File: src/rtl/lra_seq_pkg.sv
package lra_seq_pkg;

    typedef enum logic [1:0] {
        PH_OFF     = 2'd0,
        PH_STARTUP = 2'd1,
        PH_DRIVE   = 2'd2,
        PH_BRAKE   = 2'd3
    } phase_e;

endpackage

File: src/rtl/lra_tick_gen.sv
module lra_tick_gen #(
    parameter int TICK_DIV = 1000
) (
    input  logic clk,
    input  logic rst_n,
    input  logic restart,
    output logic tick
);
    localparam int PRE_W = (TICK_DIV > 1) ? $clog2(TICK_DIV) : 1;
    localparam logic [PRE_W-1:0] LAST = PRE_W'(TICK_DIV - 1);

    typedef struct packed {
        logic [PRE_W-1:0] pre;
    } tick_t;

    tick_t d, q;

    assign tick = (q.pre == LAST);

    always_comb begin
        d = q;
        if (restart || tick) begin
            d.pre = '0;
        end else begin
            d.pre = q.pre + PRE_W'(1);
        end
    end

    always_ff @(posedge clk or negedge rst_n) begin
        if (!rst_n) begin
            q <= '0;
        end else begin
            q <= d;
        end
    end
endmodule

File: src/rtl/lra_standby_guard.sv
module lra_standby_guard #(
    parameter int GUARD_CYC = 20000
) (
    input  logic clk,
    input  logic rst_n,
    input  logic standby_n,
    output logic ready
);
    localparam int CNT_W = (GUARD_CYC > 0) ? $clog2(GUARD_CYC + 1) : 1;
    localparam logic [CNT_W-1:0] LOAD = CNT_W'(GUARD_CYC);

    typedef struct packed {
        logic [CNT_W-1:0] cnt;
    } guard_t;

    guard_t d, q;

    assign ready = (q.cnt == '0);

    always_comb begin
        d = q;
        if (!standby_n) begin
            d.cnt = LOAD;
        end else if (q.cnt != '0) begin
            d.cnt = q.cnt - CNT_W'(1);
        end
    end

    always_ff @(posedge clk or negedge rst_n) begin
        if (!rst_n) begin
            q.cnt <= LOAD;
        end else begin
            q <= d;
        end
    end
endmodule

File: src/rtl/lra_polarity_gen.sv
module lra_polarity_gen #(
    parameter int HP_W = 10
) (
    input  logic            clk,
    input  logic            rst_n,
    input  logic            tick,
    input  logic            clear,
    input  logic            start,
    input  logic            invert,
    input  logic            run,
    input  logic [HP_W-1:0] half_period,
    output logic            polarity
);
    typedef struct packed {
        logic [HP_W-1:0] hp;
        logic            pol;
    } pol_t;

    pol_t d, q;

    assign polarity = q.pol;

    always_comb begin
        d = q;
        if (clear) begin
            d.pol = 1'b0;
            d.hp  = '0;
        end else if (start) begin
            d.pol = 1'b1;
            d.hp  = '0;
        end else if (invert) begin
            d.pol = ~q.pol;
            d.hp  = '0;
        end else if (run && tick) begin
            if (q.hp == half_period - HP_W'(1)) begin
                d.pol = ~q.pol;
                d.hp  = '0;
            end else begin
                d.hp = q.hp + HP_W'(1);
            end
        end
    end

    always_ff @(posedge clk or negedge rst_n) begin
        if (!rst_n) begin
            q <= '0;
        end else begin
            q <= d;
        end
    end
endmodule

File: src/rtl/lra_drive_sequencer.sv
module lra_drive_sequencer
    import lra_seq_pkg::*;
#(
    parameter int TICK_DIV  = 1000,
    parameter int BRAKE_CAP = 3000,
    parameter int GUARD_CYC = 20000,
    parameter int SU_W      = 8,
    parameter int HP_W      = 10
) (
    input  logic            clk,
    input  logic            rst_n,
    input  logic            standby_n,
    input  logic            en,
    input  logic [SU_W-1:0] cfg_startup_len,
    input  logic [HP_W-1:0] cfg_half_period,
    input  logic            cfg_brake_en,
    output logic [1:0]      phase_o,
    output logic            polarity_o
);
    localparam int BURST_W = $clog2(BRAKE_CAP + 1);
    localparam int TMR_W   = (SU_W > BURST_W) ? SU_W : BURST_W;
    localparam int CMP_W   = (BURST_W > HP_W + 1) ? BURST_W : HP_W + 1;
    localparam logic [BURST_W-1:0] CAP_V = BURST_W'(BRAKE_CAP);

    typedef struct packed {
        phase_e             phase;
        logic [SU_W-1:0]    su_len;
        logic [HP_W-1:0]    half;
        logic               brk_en;
        logic [BURST_W-1:0] burst;
        logic [TMR_W-1:0]   tmr;
        logic               en_prev;
    } seq_t;

    seq_t d, q;

    logic               tick;
    logic               ready;
    logic               restart;
    logic               pol_clear, pol_start, pol_invert, pol_run;
    logic               rise;
    logic [BURST_W-1:0] burst_inc;
    logic [TMR_W-1:0]   tmr_inc;
    logic [CMP_W-1:0]   min_ticks;
    logic               min_ok;

    lra_tick_gen #(.TICK_DIV(TICK_DIV)) i_tick (
        .clk     (clk),
        .rst_n   (rst_n),
        .restart (restart),
        .tick    (tick)
    );

    lra_standby_guard #(.GUARD_CYC(GUARD_CYC)) i_guard (
        .clk       (clk),
        .rst_n     (rst_n),
        .standby_n (standby_n),
        .ready     (ready)
    );

    lra_polarity_gen #(.HP_W(HP_W)) i_pol (
        .clk         (clk),
        .rst_n       (rst_n),
        .tick        (tick),
        .clear       (pol_clear),
        .start       (pol_start),
        .invert      (pol_invert),
        .run         (pol_run),
        .half_period (q.half),
        .polarity    (polarity_o)
    );

    // Next-state computation for the phase sequencer
    always_comb begin
        d          = q;
        pol_clear  = 1'b0;
        pol_start  = 1'b0;
        pol_invert = 1'b0;
        pol_run    = 1'b0;

        d.en_prev = en;
        rise      = en && !q.en_prev && ready;
        burst_inc = (tick && (q.burst != CAP_V)) ? q.burst + BURST_W'(1) : q.burst;
        tmr_inc   = tick ? q.tmr + TMR_W'(1) : q.tmr;
        min_ticks = CMP_W'({q.half, 1'b0});
        min_ok    = (CMP_W'(burst_inc) >= min_ticks) || (burst_inc == CAP_V);

        if (!standby_n) begin
            d.phase   = PH_OFF;
            d.burst   = '0;
            d.tmr     = '0;
            pol_clear = 1'b1;
        end else begin
            unique case (q.phase)
                PH_OFF, PH_BRAKE: begin
                    if (rise) begin
                        d.su_len  = cfg_startup_len;
                        d.half    = cfg_half_period;
                        d.brk_en  = cfg_brake_en;
                        d.burst   = '0;
                        d.tmr     = '0;
                        pol_start = 1'b1;
                        d.phase   = (cfg_startup_len == '0) ? PH_DRIVE : PH_STARTUP;
                    end else if (q.phase == PH_BRAKE) begin
                        d.tmr = tmr_inc;
                        if (tick && (q.tmr == TMR_W'(q.burst) - TMR_W'(1))) begin
                            d.phase   = PH_OFF;
                            d.tmr     = '0;
                            pol_clear = 1'b1;
                        end
                    end
                end
                PH_STARTUP, PH_DRIVE: begin
                    d.burst = burst_inc;
                    if (!en && min_ok) begin
                        d.tmr = '0;
                        if (q.brk_en && (burst_inc != '0)) begin
                            d.phase    = PH_BRAKE;
                            pol_invert = 1'b1;
                        end else begin
                            d.phase   = PH_OFF;
                            pol_clear = 1'b1;
                        end
                    end else begin
                        pol_run = 1'b1;
                        if (q.phase == PH_STARTUP) begin
                            d.tmr = tmr_inc;
                            if (tick && (q.tmr == TMR_W'(q.su_len) - TMR_W'(1))) begin
                                d.phase = PH_DRIVE;
                                d.tmr   = '0;
                            end
                        end
                    end
                end
                default: d.phase = PH_OFF;
            endcase
        end

        restart = (d.phase != q.phase);
    end

    always_ff @(posedge clk or negedge rst_n) begin
        if (!rst_n) begin
            q       <= '0;
            q.phase <= PH_OFF;
        end else begin
            q <= d;
        end
    end

    assign phase_o = q.phase;

endmodule


File: config.mk
export PLATFORM = sky130hd
export DESIGN_NAME = lra_drive_sequencer
export DESIGN_NICKNAME = d
export VERILOG_FILES = /design/src/rtl/lra_seq_pkg.sv /design/src/rtl/lra_tick_gen.sv /design/src/rtl/lra_standby_guard.sv /design/src/rtl/lra_polarity_gen.sv /design/src/rtl/lra_drive_sequencer.sv
export SDC_FILE = /design/constraint.sdc
export NUM_CORES = 1
export LEC_CHECK = 0
export ABC_AREA = 1
export CAP_MARGIN = 30
export CORE_MARGIN = 2
export CORE_UTILIZATION = 44
export CTS_CLUSTER_SIZE = 20
export DETAILED_ROUTE_END_ITERATION = 6
export SETUP_SLACK_MARGIN = 0.05
export SLEW_MARGIN = 20
export SYNTH_ARGS = -nofsm -noshare
export SYNTH_HDL_FRONTEND = slang
export SYNTH_HIERARCHICAL = 1
export SYNTH_SLANG_ARGS = --single-unit
File: constraint.sdc
create_clock -name clk -period 3.61 [get_ports clk]
set_clock_uncertainty 0.05 [all_clocks]
set_input_delay 0.361 -clock clk [delete_from_list [all_inputs] [get_ports clk]]
set_output_delay 0.361 -clock clk [all_outputs]
set_load 0.05 [all_outputs]
==> results.txt, run 1 <==
Reg2Reg Setup Slack = 0.05 ns
Max_slew headroom = 47.6%
RePlAce Congestion = 0.904
Ratio of cells with drive above 1 in the final layout = 16.8%
Via density = 4.96
Hold Buf Count CTS = 0
Global-route wire length before repair = 26.9 mm
Critical Path Source Type = register
Tcrit/Tclk final = 98.7%
Worst vdd ir = 215 µV
Via count = 5,926
Die ar. = 15,600 µm²
Synthesized flop and latch total = 82
Slew Limit Fails = 0
Root buffer cell = clkbuf_16
Synth cell types = 44
Setup crit end kind = register
Most frequent cells in the layout = nand2_1, inv_1, nor2_1
Most common cell after layout, fill and taps aside = nand2_1
Fillers = 1,483
Net count, final = 1,051
CTS clock-pin slew for the worst setup and hold paths = 0.06 ns
Register area share after synthesis = 32.1%
TNS Setup = 0 ns
Worst Reg-to-Reg Cells = 27
Worst flop-to-flop path endpoint = i_pol/q[3]
Core Box Area = 14,400 µm²
Worst Max-Slew Pin Slew = 0.786 ns
TritonCTS buffer count = 9
Number of global-route vias before repair = 5,570
Area Overhead vs Synth = 17.3%
Synth Warn # = 6
Ports = 26
LEAKAGE = 0.00394 µW
Antenna-violating nets left = 0
Row Count = 44
DP Wirelength = 11.9 mm
Post-Syn Nets = 995
Die Span Y = 125 µm
Die width = 125 µm
H-tree Lvls = 3
Setup WS post-layout = 0.0485 ns
Setup Viol. Count Final = 0
Worst-Skew Late Latency = 0.35 ns
Largest net degree at the start of global routing = 61
Power density over the cells = 274 nW/µm²
Clock sinks = 82
Antenna Cells = 0
CTS tree = done
Worst Hold Class = primary input to asynchronous set/reset pin
Final Util = 52.4%
Syn Std Cell Area = 6410 µm²
Max cap viols = 0
Tmin final = 3.56 ns
Gr usage total = 21.1%
Total routed wirelength = 15.8 mm
Number of port buffers = 25
Final hold vios = 0
Critical path type = register to register
Remaining global-route overflow = 0
TritonRoute pass-1 iters = 5
RSZ-0062 raised after global routing = true
Fmax = 281 MHz
Total power = 2060 µW
Arrival time at the worst endpoint = 3.74 ns
Status = complete, no violations
Req. time, crit path = 3.79 ns
Drt drc = 0
Worst setup path startpoint = q[14]
Crit-path max FO = 12
Max clock buf depth = 2
Place WS = -0.0553 ns
R2R Path Start = q[14]
Initial core utilization = 44.6%
DR WL/cell = 13.2 µm
Initial antenna violation count = 0
Post-Syn Instances = 949
DRT iter0 DRCs = 290
Avg Inst Size Synth = 6.76 µm²
Crit path capture = i_pol/q[3]
==> sequential cells by signal, summed over array words and instances (netlist names) <==
signal,flops
q,34
phase_o,2
i_guard/q,15
min_ticks,10
i_tick/q,10
i_pol/polarity,1
i_pol/q,10
==> metal layers <==
layer	track usage [%]	up-vias	routed length, µm
met5	0	-	0
met4	8.06	0	351
met3	2.36	25	571
met2	34.7	118	7340
met1	28.7	2696	7530
li1	-	3087	-
==> critical path, cell delays in order (launching register included) <==
cell,delay (ns)
dfrtp_1,0.41
inv_1,0.10
ha_1,0.14
nand2_1,0.05
nor2_1,0.16
nand3_2,0.14
nand2_4,0.17
nand2_1,0.07
nand2_1,0.08
inv_1,0.04
ha_1,0.28
nand2_1,0.09
nor2_1,0.05
a211oi_1,0.17
nand2_1,0.08
nand2_1,0.05
nand2_1,0.05
nand2_2,0.08
nand2_4,0.08
nand4_4,0.09
o211ai_1,0.18
nor3_4,0.19
nand2_2,0.12
buf_4,0.15
buf_6,0.13
nand2_2,0.05
xor2_1,0.15
a21oi_1,0.06
==> cells by family (layout without fill, tap and decap cells) <==
family          count (synthesis)  count (layout)  synth area share (%)
buf+inv                       157             218                  10.4
compound gates                 74              74                  6.42
fa+ha+maj                      23              23                  4.49
flops                          82              82                  32.1
xor+xnor                       43              43                  6.11
simple gates                  570             570                  40.5
==> stage by stage <==
| step | instance area, µm² | hold slack [ns] | std cells |
|---|---|---|---|
| global placement | 7010 | 0.404 | 1167 |
| floorplan | 6440 | 0.0154 | 949 |
| CTS | 7330 | 0.0793 | 1183 |
| detailed placement | 7010 | 0.413 | 1167 |
| global route | 7520 | 0.128 | 1194 |
| finish | 7520 | 0.0489 | 1194 |
==> cell type report <==
type	instances	area [µm²]	share of cell area [%]
clock buffer	11	243	3.23
clock inverter	5	62.6	0.832
inverter	131	494	6.57
multi-input combinational	710	3830	51.0
sequential	82	2060	27.4
tap	184	230	3.06
timing repair buffer	71	601	7.98
==> cell usage after synthesis, drive strengths merged <==
cell	instances	area share (%)
or2	3	0.29
nand4	23	2.3
o22ai	12	1.2
nor4	1	0.098
dfrtp	77	30
nand3b	3	0.35
o21bai	1	0.12
a21o	1	0.12
inv	131	7.7
buf	17	2.1
a41o	1	0.16
ha	23	4.5
a21oi	20	1.6
and2	1	0.14
xor3	1	0.37
dfstp	5	2.0
xor2	28	3.8
clkbuf	9	0.55
a31o	1	0.14
nand2	328	21
o31ai	1	0.12
nor3	26	2.5
o211ai	2	0.23
o21ai	33	2.6
a211oi	2	0.23
xnor2	14	1.9
nor2	123	9.1
nand3	62	5.0
==> power by group <==
part | internal, µW | switching [µW]
logic | 63.9 | 98.3
clock network | 559 | 389
registers | 935 | 16.6
total | 1560 | 504
==> worst min path at each step <==
stage / cells after the start / start / end
6_report: 1 / rst_n / q[3]
5_1_grt: 1 / rst_n / q[3]
4_1_cts: 1 / rst_n / q[3]
3_5_place_dp: 2 / i_guard/q[14] / i_guard/q[14]
3_3_place_gp: 2 / i_guard/q[14] / i_guard/q[14]
2_1_floorplan: 0 / rst_n / i_guard/q[0]
==> repair_timing <==
action                                  CTS  global route
endpoints found under the setup margin    5            33
buffers inserted                          0            11
resized for setup                         3            32
pin swaps                                 0             5
(Power assumes the default switching activity.)
==> run 2: changes to the inputs <==
--- a/config.mk
+++ b/config.mk
@@ -11,6 +11,7 @@
 export CORE_UTILIZATION = 44
 export CTS_CLUSTER_SIZE = 20
 export DETAILED_ROUTE_END_ITERATION = 6
+export MAX_ROUTING_LAYER = met4
 export SETUP_SLACK_MARGIN = 0.05
 export SLEW_MARGIN = 20
 export SYNTH_ARGS = -nofsm -noshare
==> run 2 against run 1 <==
Effect of this change: maximum frequency about the same; global-route usage up 0.60 points; cell count unchanged; largest cell class unchanged; non-clock buffer count unchanged; routed wire length up 0.10%; via count down 0.20%; hold slack about the same.
==> results.txt, run 2 (synthesis gave the netlist of run 1 again) <==
Die Span Y = 125 µm
CP bufs+invs = 4
Row Count = 44
Largest net degree at the start of global routing = 61
Core Box Area = 14,400 µm²
Die width = 125 µm
Setup Viol. Count Final = 0
Req. time, crit path = 3.79 ns
Area Overhead vs Synth = 17.3%
Critical path type = register to register
Setup WS post-layout = 0.0463 ns
Register with the most flip-flops = q
Status = complete, no violations
Top cell by count, worst path = nand2_1
Antenna Cells = 0
Die ar. = 15,600 µm²
Flip-flop and latch area = 2060 µm²
Fmax = 281 MHz
RSZ-0062 raised after global routing = true
LEAKAGE = 0.00394 µW
Worst Reg-to-Reg Cells = 27
DR WL/cell = 13.2 µm
Tcrit/Tclk final = 98.7%
Initial antenna violation count = 0
Max clock buf depth = 2
DRT iter0 DRCs = 303
H-tree Lvls = 3
TritonRoute pass-1 iters = 5
Max reg flops = 34
Slew Limit Fails = 0
CTS clock-pin slew for the worst setup and hold paths = 0.06 ns
Critical Path Source Type = register
Max cap viols = 0
Most common cell after layout, fill and taps aside = nand2_1
CTS tree = done
Final hold vios = 0
Placed Area = 7010 µm²
R2R Path Start = q[14]
Design Area, Final = 7520 µm²
Tmin final = 3.56 ns
Most frequent cells in the layout = nand2_1, inv_1, nor2_1
Area of the multi-input gates = 3830 µm²
Remaining global-route overflow = 0
Fillers = 1,483
Reg2Reg Setup Slack = 0.05 ns
Number of port buffers = 25
Gr usage total = 21.7%
Max_slew headroom = 47.7%
Net count, final = 1,051
Arrival time at the worst endpoint = 3.75 ns
Root buffer cell = clkbuf_16
Number of global-route vias before repair = 5,570
Via density = 4.95
Worst flop-to-flop path endpoint = i_pol/q[3]
Worst Max-Slew Pin Slew = 0.785 ns
Via count = 5,914
DP Wirelength = 11.9 mm
Power density over the cells = 274 nW/µm²
Largest registers = q (34), i_guard/q (15)
Worst-Skew Late Latency = 0.35 ns
Clock sinks = 82
Drt drc = 0
Antenna-violating nets left = 0
RePlAce Congestion = 0.919
Place WS = -0.0553 ns
Max incr delay on CP = 0.41 ns
Global-route wire length before repair = 27.0 mm
Ports = 26
Total routed wirelength = 15.8 mm
Worst Hold Class = primary input to asynchronous set/reset pin
Worst vdd ir = 214 µV
CP max-delay cell = dfrtp_1
Ratio of cells with drive above 1 in the final layout = 16.8%
Initial core utilization = 44.6%
Setup crit end kind = register
TritonCTS buffer count = 9
Critical path's top delay family = simple AND/OR/NAND/NOR gates
Crit-path max FO = 12
run 2: cell counts in the layout (fill, tap and decap cells not counted):
Identical to the previous run, type by type.
run 2: how the worst max path moves through the flow:
stage,from,to,depth (start not counted)
CTS,q[14],i_pol/q[9],25
finish,q[14],i_pol/q[3],27
global placement,i_tick/q[1],i_pol/q[9],28
floorplan,i_tick/q[0],i_pol/q[9],30
detailed placement,i_tick/q[1],i_pol/q[9],26
global route,q[14],i_pol/q[3],27
run 2: cell type report:
class / instances / share of cell area [%]
Multi-Input combinational cell: 710 / 51.0
Tap cell: 184 / 3.06
Sequential cell: 82 / 27.4
Inverter: 131 / 6.57
Timing Repair Buffer: 71 / 7.98
Clock buffer: 11 / 3.23
Clock inverter: 5 / 0.832
run 2: where the power goes:
part / total [µW] / internal, µW / switching, µW
clock: 948 / 559 / 389
combinational: 162 / 63.9 / 98.4
sequential: 952 / 935 / 16.6
total: 2060 / 1560 / 504
run 2: worst reg2reg max path: stages (launching register included):
cell	delay [ns]
dfrtp_1	0.41
inv_1	0.10
ha_1	0.14
nand2_1	0.05
nor2_1	0.16
nand3_2	0.14
nand2_4	0.17
nand2_1	0.07
nand2_1	0.08
inv_1	0.04
ha_1	0.28
nand2_1	0.09
nor2_1	0.05
a211oi_1	0.17
nand2_1	0.08
nand2_1	0.05
nand2_1	0.05
nand2_2	0.08
nand2_4	0.08
nand4_4	0.09
o211ai_1	0.18
nor3_4	0.19
nand2_2	0.12
buf_4	0.15
buf_6	0.13
nand2_2	0.05
xor2_1	0.15
a21oi_1	0.06
run 2: per-stage QoR:
stage                     utilization [%]  total power (µW)  setup TNS, ns  instances  hold slack (ns)
after CTS                            51.0              2080              0       1183           0.0793
after detailed placement             48.8              1120        -0.0582       1167            0.413
after global placement               48.8              1120              0       1167            0.404
final                                52.4              2060              0       1194           0.0492
after global routing                 52.4              2150          -1.27       1194            0.128
after floorplan                         -              1050       -0.00683        949           0.0154
run 2: timing repair:
action	4_1_cts	5_1_grt
resized for setup	3	32
hold endpoints to repair	0	0
endpoints found under the setup margin	5	33
buffers inserted	0	11
hold buffers	0	0
pin swaps	0	5
run 2: routing by layer:
metal	wire (µm)	GRT usage, %
met1	7550	28.7
met2	7390	34.6
met3	553	2.36
met4	325	8.06
met5	0	-
